--- config.mk ---
export PLATFORM = sky130hd
export DESIGN_NAME = seg_xlate
export DESIGN_NICKNAME = d
export VERILOG_FILES = /design/src/rtl/seg_xlate_pkg.sv /design/src/rtl/seg_win_regs.sv /design/src/rtl/seg_add3.sv /design/src/rtl/seg_limit_cmp.sv /design/src/rtl/seg_xlate.sv
export SDC_FILE = /design/constraint.sdc
export NUM_CORES = 1
export LEC_CHECK = 0
export BUFFER_PORTS_ARGS = -buffer_cell sky130_fd_sc_hd__buf_2
export CELL_PAD_IN_SITES_DETAIL_PLACEMENT = 0
export CELL_PAD_IN_SITES_GLOBAL_PLACEMENT = 2
export CORE_MARGIN = 2
export CORE_UTILIZATION = 40
export CTS_CLUSTER_SIZE = 12
export DETAILED_ROUTE_END_ITERATION = 16
export GPL_ROUTABILITY_DRIVEN = 1
export GPL_TIMING_DRIVEN = 0
export MAX_ROUTING_LAYER = met4
export PLACE_DENSITY = 0.85
export SKIP_LAST_GASP = 1
export SLEW_MARGIN = 30
export SYNTH_ARGS = -nofsm -noshare
export SYNTH_HDL_FRONTEND = slang
export SYNTH_SLANG_ARGS = --single-unit
--- constraint.sdc ---
create_clock -name clk -period 5.9 [get_ports clk]
set_input_delay 1.77 -clock clk [delete_from_list [all_inputs] [get_ports clk]]
set_output_delay 1.77 -clock clk [all_outputs]
set_load 0.005 [all_outputs]
--- src/rtl/seg_xlate_pkg.sv ---
package seg_xlate_pkg;
   localparam int SEL_W = 2;
   localparam int NUM_WIN_REGS = 4;
   typedef enum logic [SEL_W-1:0] {
      SEL_IBASE  = 2'd0,
      SEL_ILIMIT = 2'd1,
      SEL_DBASE  = 2'd2,
      SEL_DLIMIT = 2'd3
   } win_sel_e;
endpackage

--- src/rtl/seg_win_regs.sv ---
module seg_win_regs
   import seg_xlate_pkg::*;
#(
   parameter int AW = 32
) (
   input  logic             clk,
   input  logic             rst_n,
   input  logic             sup_mode,
   input  logic             cfg_we,
   input  logic [SEL_W-1:0] cfg_sel,
   input  logic [AW-1:0]    cfg_wdata,
   output logic [AW-1:0]    cfg_rdata,
   output logic             priv_err,
   output logic [AW-1:0]    ibase,
   output logic [AW-1:0]    ilimit,
   output logic [AW-1:0]    dbase,
   output logic [AW-1:0]    dlimit
);
   logic [AW-1:0] regs_q [NUM_WIN_REGS];

   for (genvar g = 0; g < NUM_WIN_REGS; g++) begin : g_reg
      always_ff @(posedge clk or negedge rst_n) begin
         if (!rst_n) begin
            regs_q[g] <= '0;
         end else if (cfg_we && sup_mode && (cfg_sel == SEL_W'(g))) begin
            regs_q[g] <= cfg_wdata;
         end
      end
   end

   always_ff @(posedge clk or negedge rst_n) begin
      if (!rst_n) begin
         priv_err <= 1'b0;
      end else begin
         priv_err <= cfg_we && !sup_mode;
      end
   end

   always_comb begin
      cfg_rdata = '0;
      if (sup_mode) begin
         cfg_rdata = regs_q[cfg_sel];
      end
   end

   assign ibase  = regs_q[SEL_IBASE];
   assign ilimit = regs_q[SEL_ILIMIT];
   assign dbase  = regs_q[SEL_DBASE];
   assign dlimit = regs_q[SEL_DLIMIT];
endmodule

--- src/rtl/seg_add3.sv ---
module seg_add3 #(
   parameter int AW      = 32,
   parameter bit USE_CSA = 1'b1
) (
   input  logic [AW-1:0] a,
   input  logic [AW-1:0] b,
   input  logic [AW-1:0] c,
   output logic [AW-1:0] y
);
   if (USE_CSA) begin : g_csa
      logic [AW-1:0] sum_v;
      logic [AW-1:0] carry_v;
      assign sum_v   = a ^ b ^ c;
      assign carry_v = {((a[AW-2:0] & b[AW-2:0]) |
                         (a[AW-2:0] & c[AW-2:0]) |
                         (b[AW-2:0] & c[AW-2:0])), 1'b0};
      assign y = sum_v + carry_v;
   end else begin : g_chain
      logic [AW-1:0] part;
      assign part = a + b;
      assign y    = part + c;
   end
endmodule

--- src/rtl/seg_limit_cmp.sv ---
module seg_limit_cmp #(
   parameter int AW = 32
) (
   input  logic [AW-1:0] laddr,
   input  logic [AW-1:0] limit,
   output logic          outside
);
   assign outside = !(laddr < limit);
endmodule

--- src/rtl/seg_xlate.sv ---
module seg_xlate
   import seg_xlate_pkg::*;
#(
   parameter int AW      = 32,
   parameter bit USE_CSA = 1'b1
) (
   input  logic             clk,
   input  logic             rst_n,
   input  logic             sup_mode,
   input  logic             cfg_we,
   input  logic [SEL_W-1:0] cfg_sel,
   input  logic [AW-1:0]    cfg_wdata,
   output logic [AW-1:0]    cfg_rdata,
   output logic             priv_err,
   input  logic [AW-1:0]    pc,
   input  logic [AW-1:0]    rs_val,
   input  logic [AW-1:0]    imm,
   output logic [AW-1:0]    fetch_pa,
   output logic             fetch_viol,
   output logic [AW-1:0]    data_pa,
   output logic             data_viol
);
   if (AW < 4 || AW > 64) begin : g_bad_aw
      $error("seg_xlate: AW must lie in 4..64");
   end

   logic [AW-1:0] ibase, ilimit, dbase, dlimit;
   logic [AW-1:0] fetch_pa_d, data_pa_d, data_la;
   logic          fetch_out_d, data_out_d;

   seg_win_regs #(.AW(AW)) u_regs (
      .clk(clk), .rst_n(rst_n), .sup_mode(sup_mode), .cfg_we(cfg_we),
      .cfg_sel(cfg_sel), .cfg_wdata(cfg_wdata), .cfg_rdata(cfg_rdata),
      .priv_err(priv_err), .ibase(ibase), .ilimit(ilimit),
      .dbase(dbase), .dlimit(dlimit)
   );

   assign fetch_pa_d = pc + ibase;
   assign data_la    = rs_val + imm;

   seg_add3 #(.AW(AW), .USE_CSA(USE_CSA)) u_dsum (
      .a(rs_val), .b(imm), .c(dbase), .y(data_pa_d)
   );

   seg_limit_cmp #(.AW(AW)) u_icmp (
      .laddr(pc), .limit(ilimit), .outside(fetch_out_d)
   );

   seg_limit_cmp #(.AW(AW)) u_dcmp (
      .laddr(data_la), .limit(dlimit), .outside(data_out_d)
   );

   always_ff @(posedge clk or negedge rst_n) begin
      if (!rst_n) begin
         fetch_pa   <= '0;
         data_pa    <= '0;
         fetch_viol <= 1'b1;
         data_viol  <= 1'b1;
      end else begin
         fetch_pa   <= fetch_pa_d;
         data_pa    <= data_pa_d;
         fetch_viol <= fetch_out_d;
         data_viol  <= data_out_d;
      end
   end
endmodule

# Yosys cells after proc, flatten, opt, wreduce, memory -nomap -nowiden
# Cells that the tools add are included.
word_totals:
  word_cells: 40
  output_inout_bits: 99
  regBits: 195
  inputBits: 134
op_classes:
  n_lt_le_gt_ge: 3
  bitwise: 8
  reduce_logical: 10
  n_mux: 4
  eq_ne: 3
  addsub: 3
ops:
  columns: ["cell", "n"]
  rows:
  - ["$add 32x32->32", 3]
  - ["$mux 32", 3]
  - ["$and 31x31->31", 3]
  - ["$bmux 32 s2", 1]
  - ["$lt 32x32->1", 2]
  - ["$xor 32x32->32", 2]
  - ["$or 31x31->31", 2]
  - ["$logic_and 1x1->1", 6]
  - ["$eq 2x2->1 const B", 2]
  - ["$ge 3x3->1 const B", 1]
  - ["$logic_not 1->1", 3]
  - ["$not 2->3", 1]
  - ["$eq 2x1->1 const B", 1]
  - ["$logic_not 2->1", 1]

# Depth between registers and ports, before layout
depth:
  ltp_word: 5
  depth_mapped: 17
  ltp_nobuf: 17

# Modules after synthesis
# From an unflattened synthesis, not the netlist that was laid out.
unflattened:
  cells_unflattened: 1376
  hier_area_um2: 14365.0
modules_own_cells:
  columns: ["module", "seq_area_each_um2", "area_each_um2", "cells_each", "n_inst"]
  rows:
  - ["seg_win_regs", 3228.1, 5721.7, 387, 1]
  - ["seg_xlate", 1654.1, 4873.4, 516, 1]
  - ["seg_add3", 0.0, 2213.4, 259, 1]
  - ["seg_limit_cmp", 0.0, 778.2, 107, 2]

# Least setup slack after synthesis
# OpenSTA, ideal clock, no wires.
synth_path:
  kind: "in2out"
  from: "input port cfg_sel[1]"
  to: "output port cfg_rdata[10]"
  t_arrival_ns: 3.108
  cell_stages: 4
  required_ns: 4.130
  setup_slack_ns: 1.022
  cell_sequence: "clkbuf_1 -> buf_2 -> mux4_2 -> and2_1"
synth_via:
  elab_chain_len: 5
synth_rtl:
  columns: ["element", "line", "source"]
  rows:
  - ["from (decl)", "seg_xlate.sv:11", "input logic [SEL_W-1:0] cfg_sel,"]
  - ["$not 2->3 (implied by the code)", "seg_win_regs.sv:42", "cfg_rdata = regs_q[cfg_sel];"]
  - ["$bmux 32 s2", "seg_win_regs.sv:42", null]
  - ["$mux 32 (implied by the code) (2 in a row)", "seg_win_regs.sv:42", null]
  - ["$mux 32", "seg_win_regs.sv:41", "if (sup_mode) begin"]
  - ["to (decl)", "seg_xlate.sv:13", "output logic [AW-1:0] cfg_rdata,"]
# No other way between the ends. The select of a mux whose other input is x is not followed.

# Final worst setup path
layout_path:
  from: "input port cfg_sel[1]"
  to: "output port cfg_rdata[15]"
# The elaborated chain is that of the path after synthesis.

==> out/summary.md <==
The worst clock skew on the final layout came out at 0.0148 ns. For the quantity of hold-fixing buffers added after cts, the log shows 0. Post-layout minimum cycle time: 5.37 ns. For the worst setup path, the data arrival time is 3.60 ns. STA classifies the critical path startpoint as an input port.

The floorplan die width is 197 microns, and the total power divided by cell area is 352 mW/mm^2. CTS built an H-tree with a depth of 4. The endpoint of the worst-slack reg-to-reg timing path is data_pa[29]. For the worst setup path, the data required time is 4.13 ns. Detailed placement finished with a half-perimeter wire length of 36.0 mm. For this design the static power due to leakage is 8.11 nW.

Number of cells on the worst reg-to-reg path: 11. Setup violations remaining at the end of the flow were counted as 0. The via count of the first global-routing pass came out at 12000.

The number of standard cells in the final layout excluding fillers is 2166, and the share of synthesized registers carrying an async set or reset is 1.00. Yosys printed 0 warnings. CTS saw 195 sinks. The count of max-cap constraint violations was 0; the synthesis-stage register bit count was 195. The overall fraction of global-route tracks in use was 0.235. The violation count after the first detailed-routing iteration is 490.

TritonCTS built the clock tree. The maximum buffer depth of the clock tree is 2. Routability-driven placement finished with a final weighted congestion of 0.906. The detail-routed via count per cell came out at 5.40. The leading register cell type out of synthesis was dfrtp_1. The max-slew violation count was 0. Yosys mapped a number of flops with a built-in enable equal to 0. The number of antenna violations at the first check in global routing is 3. The pin slew with the least headroom to its limit works out to 0.858 ns. For flop-to-flop paths, the worst setup slack is 2.32 ns.

Area of the core region: 0.0366 sq mm. The total overflow left after global routing is 0. The starting density of the core was 0.405. The critical path is of the input port to output pin type.

The hold violation total from the final report was 0. The biggest fanout along the worst timing path was 10; the number of gates given a new drive strength after cts was 0. In the final layout, flip-flops and latches occupy 0.00488 sq mm. The min-delay analysis places its worst path in the category register to register.

Following the worst setup path forward leads to its endpoint at cfg_rdata[15]. The relative max-transition margin was 0.422; the maximum vdd ir drop was 0.212 mV. Pin count of the biggest net entering global routing: 84.

The tools report the type of element capturing the critical path as an output pin. Walking the worst path, the cells encountered are clkbuf_1 > buf_2 > mux4_2 > and2_1 > buf_2. Setup repair after global routing left no endpoint under its margin. For the first-pass iteration count of the detailed router, the log shows 5.

The height of the die was 197 microns. The startpoint identified for the worst register-to-register timing path is u_regs.dbase[1]. Buffers added to address setup during post-CTS repair amount to 0. In this design, the stage delay of the slowest critical-path cell is 0.53 ns. The share of post-route cells with drive strength above 1 is 0.268, and the post-synthesis instance area is 0.0148 sq mm. The number of library cell types mapped by synthesis is 81, and the mean routed wirelength per cell is 19.9 microns. The flow ran to the end, and the final reports show no timing, DRC or antenna violations.

After filler insertion, the fill cell instance count of the layout stands at 3535. The post-placement cell count was 2131. The final hold slack is 0.541 ns, and the fraction of post-synthesis cell area in the top cell type by area is 0.325. The highest achievable clock rate was 186 MHz. The first global-routing pass estimated 67.5 mm of wire. By area the synthesized netlist is led by dfrtp_1, ha_1, mux2_2, mux4_2, fa_1.

The top cell types in the final layout, fill and taps aside, are buf_2, dfrtp_1, ha_1. The launching instance or port of the critical path was cfg_sel[1]. The clock reaches the later pin of the worst-skew pair after 0.45 ns. The library cell used most frequently in the layout, excluding fill and tap cells, is buf_2.

In this run the core area contains 70 standard-cell rows. For this block, the via count after detailed routing is 11700. The post-synth net total is 1753, and the CTS clock-pin slew for the worst setup and hold paths is 0.08 ns. The detail route stage leaves a number of antenna-violating nets equal to 0.

The area of all placed cells without fillers is 0.0172 sq mm. The mean area per synthesized cell is 10.4 sq um. The area growth from synthesis to layout is 15.8%. The die covers 0.0387 sq mm. The number of primary I/O pins came out at 233. The tools report the sequential fraction of the synthesis area as 0.329. Cell type with the largest total area after synthesis: dfrtp_1. The run gives 0 as the post-detailed-route DRC marker count. Wires add up to 43.2 mm.

The cell count after synthesis was 1431; the number of nets in the finished design was 2004. The number of buffers inserted during clock tree synthesis was 17. Number of input and output port buffers inserted: 230. In the final layout, the multi-input gates occupy 0.00939 sq mm. For the total placed instance area, the log shows 0.0166 sq mm. The cell type of the slowest stage on the worst timing path was mux4_2. Portion of the clock cycle consumed by the worst path in the final layout: 0.911. CTS placed an instance of clkbuf_16 at the clock tree root.

In this design, the critical path's most frequently occurring cell is buf_2.
kinds of logic after synthesis:
| group | after synthesis | share of synthesized area |
|---|---|---|
| AO/OA/AOI/OAI | 361 | 0.160 |
| AND/OR/NAND/NOR | 295 | 0.103 |
| flip-flops | 195 | 0.329 |
| adder cells (fa/ha/maj) | 188 | 0.176 |
| multiplexers | 161 | 0.146 |
| buffers and inverters | 152 | 0.0390 |
| XOR/XNOR | 79 | 0.0466 |
power breakdown:
group | total (mW) | internal, mW | switching, mW
clock | 1.12 | 0.556 | 0.559
combinational | 2.89 | 1.34 | 1.55
sequential | 2.05 | 1.76 | 0.286
total | 6.06 | 3.66 | 2.40
layout make-up:
class                   count  area share
multi-input cells        1084       0.546
flip-flops and latches    195       0.284
repair buffers            232      0.0708
well taps                 468      0.0341
clock buffers              22      0.0264
inverters                 105      0.0229
plain buffers              47      0.0108
clock inverters            10     0.00451
diodes                      3    0.000437
registers in the layout, summed over array words and instances (netlist names):
signal,flops
u_regs.dlimit,32
fetch_viol,1
u_regs.dbase,32
u_regs.priv_err,1
u_regs.ibase,32
data_viol,1
fetch_pa,32
u_regs.ilimit,32
data_pa,32
worst min-delay path by stage:
| stage | start | to | slack [ns] | depth (start not counted) |
|---|---|---|---|---|
| 2_1_floorplan | u_regs.ibase[0] | fetch_pa[0] | 0.48 | 1 |
| 3_3_place_gp | u_regs.ilimit[16] | u_regs.ilimit[16] | 0.51 | 1 |
| 3_5_place_dp | u_regs.ilimit[13] | u_regs.ilimit[13] | 0.53 | 1 |
| 4_1_cts | u_regs.ilimit[13] | u_regs.ilimit[13] | 0.54 | 1 |
| 5_1_grt | u_regs.ilimit[13] | u_regs.ilimit[13] | 0.57 | 1 |
| 6_report | u_regs.ilimit[13] | u_regs.ilimit[13] | 0.54 | 1 |
synth_stat cells, types with 11 or more instances:
| library cell | number |
|---|---|
| o21bai_1 | 12 |
| nor2b_1 | 13 |
| dfrtp_1 | 193 |
| a21oi_1 | 108 |
| ha_1 | 154 |
| a211oi_1 | 16 |
| xnor2_1 | 47 |
| mux4_2 | 32 |
| mux2_2 | 128 |
| nand2b_1 | 11 |
| a21o_1 | 60 |
| clkbuf_1 | 33 |
| nor3_1 | 22 |
| fa_1 | 34 |
| nand4_1 | 21 |
| nand3_1 | 17 |
| o21a_1 | 13 |
| nand2_1 | 60 |
| o21ai_0 | 74 |
| nor2_1 | 75 |
| xor2_1 | 32 |
| inv_1 | 105 |
| and2_1 | 34 |
per-layer routing:
metal,vias to the layer above,track usage,wire length (microns),part of all wire
li1,5732,-,-,-
met1,5724,0.324,21300,0.49
met2,196,0.373,20100,0.47
met3,35,0.0260,1070,0.025
met4,0,0.0551,703,0.016
met5,-,-,0,0
per-stage QoR:
step                setup WS, ns  TNS, ns  utilization  total power, mW
floorplan                   1.02        0            -             3.94
global placement         -0.0957   -12.47        0.453             4.93
detailed placement         0.291        0        0.455             4.95
CTS                        0.508        0        0.469             6.11
global route               0.415        0        0.470             6.55
finish                     0.526        0        0.470             6.06
critical path: cells and delay by family:
kind,cells,cell delay (ns)
AND/OR/NAND/NOR,1,0.23
buffers and inverters,3,1.07
multiplexers,1,0.53
No activity file was read; power rests on OpenSTA's default activity.
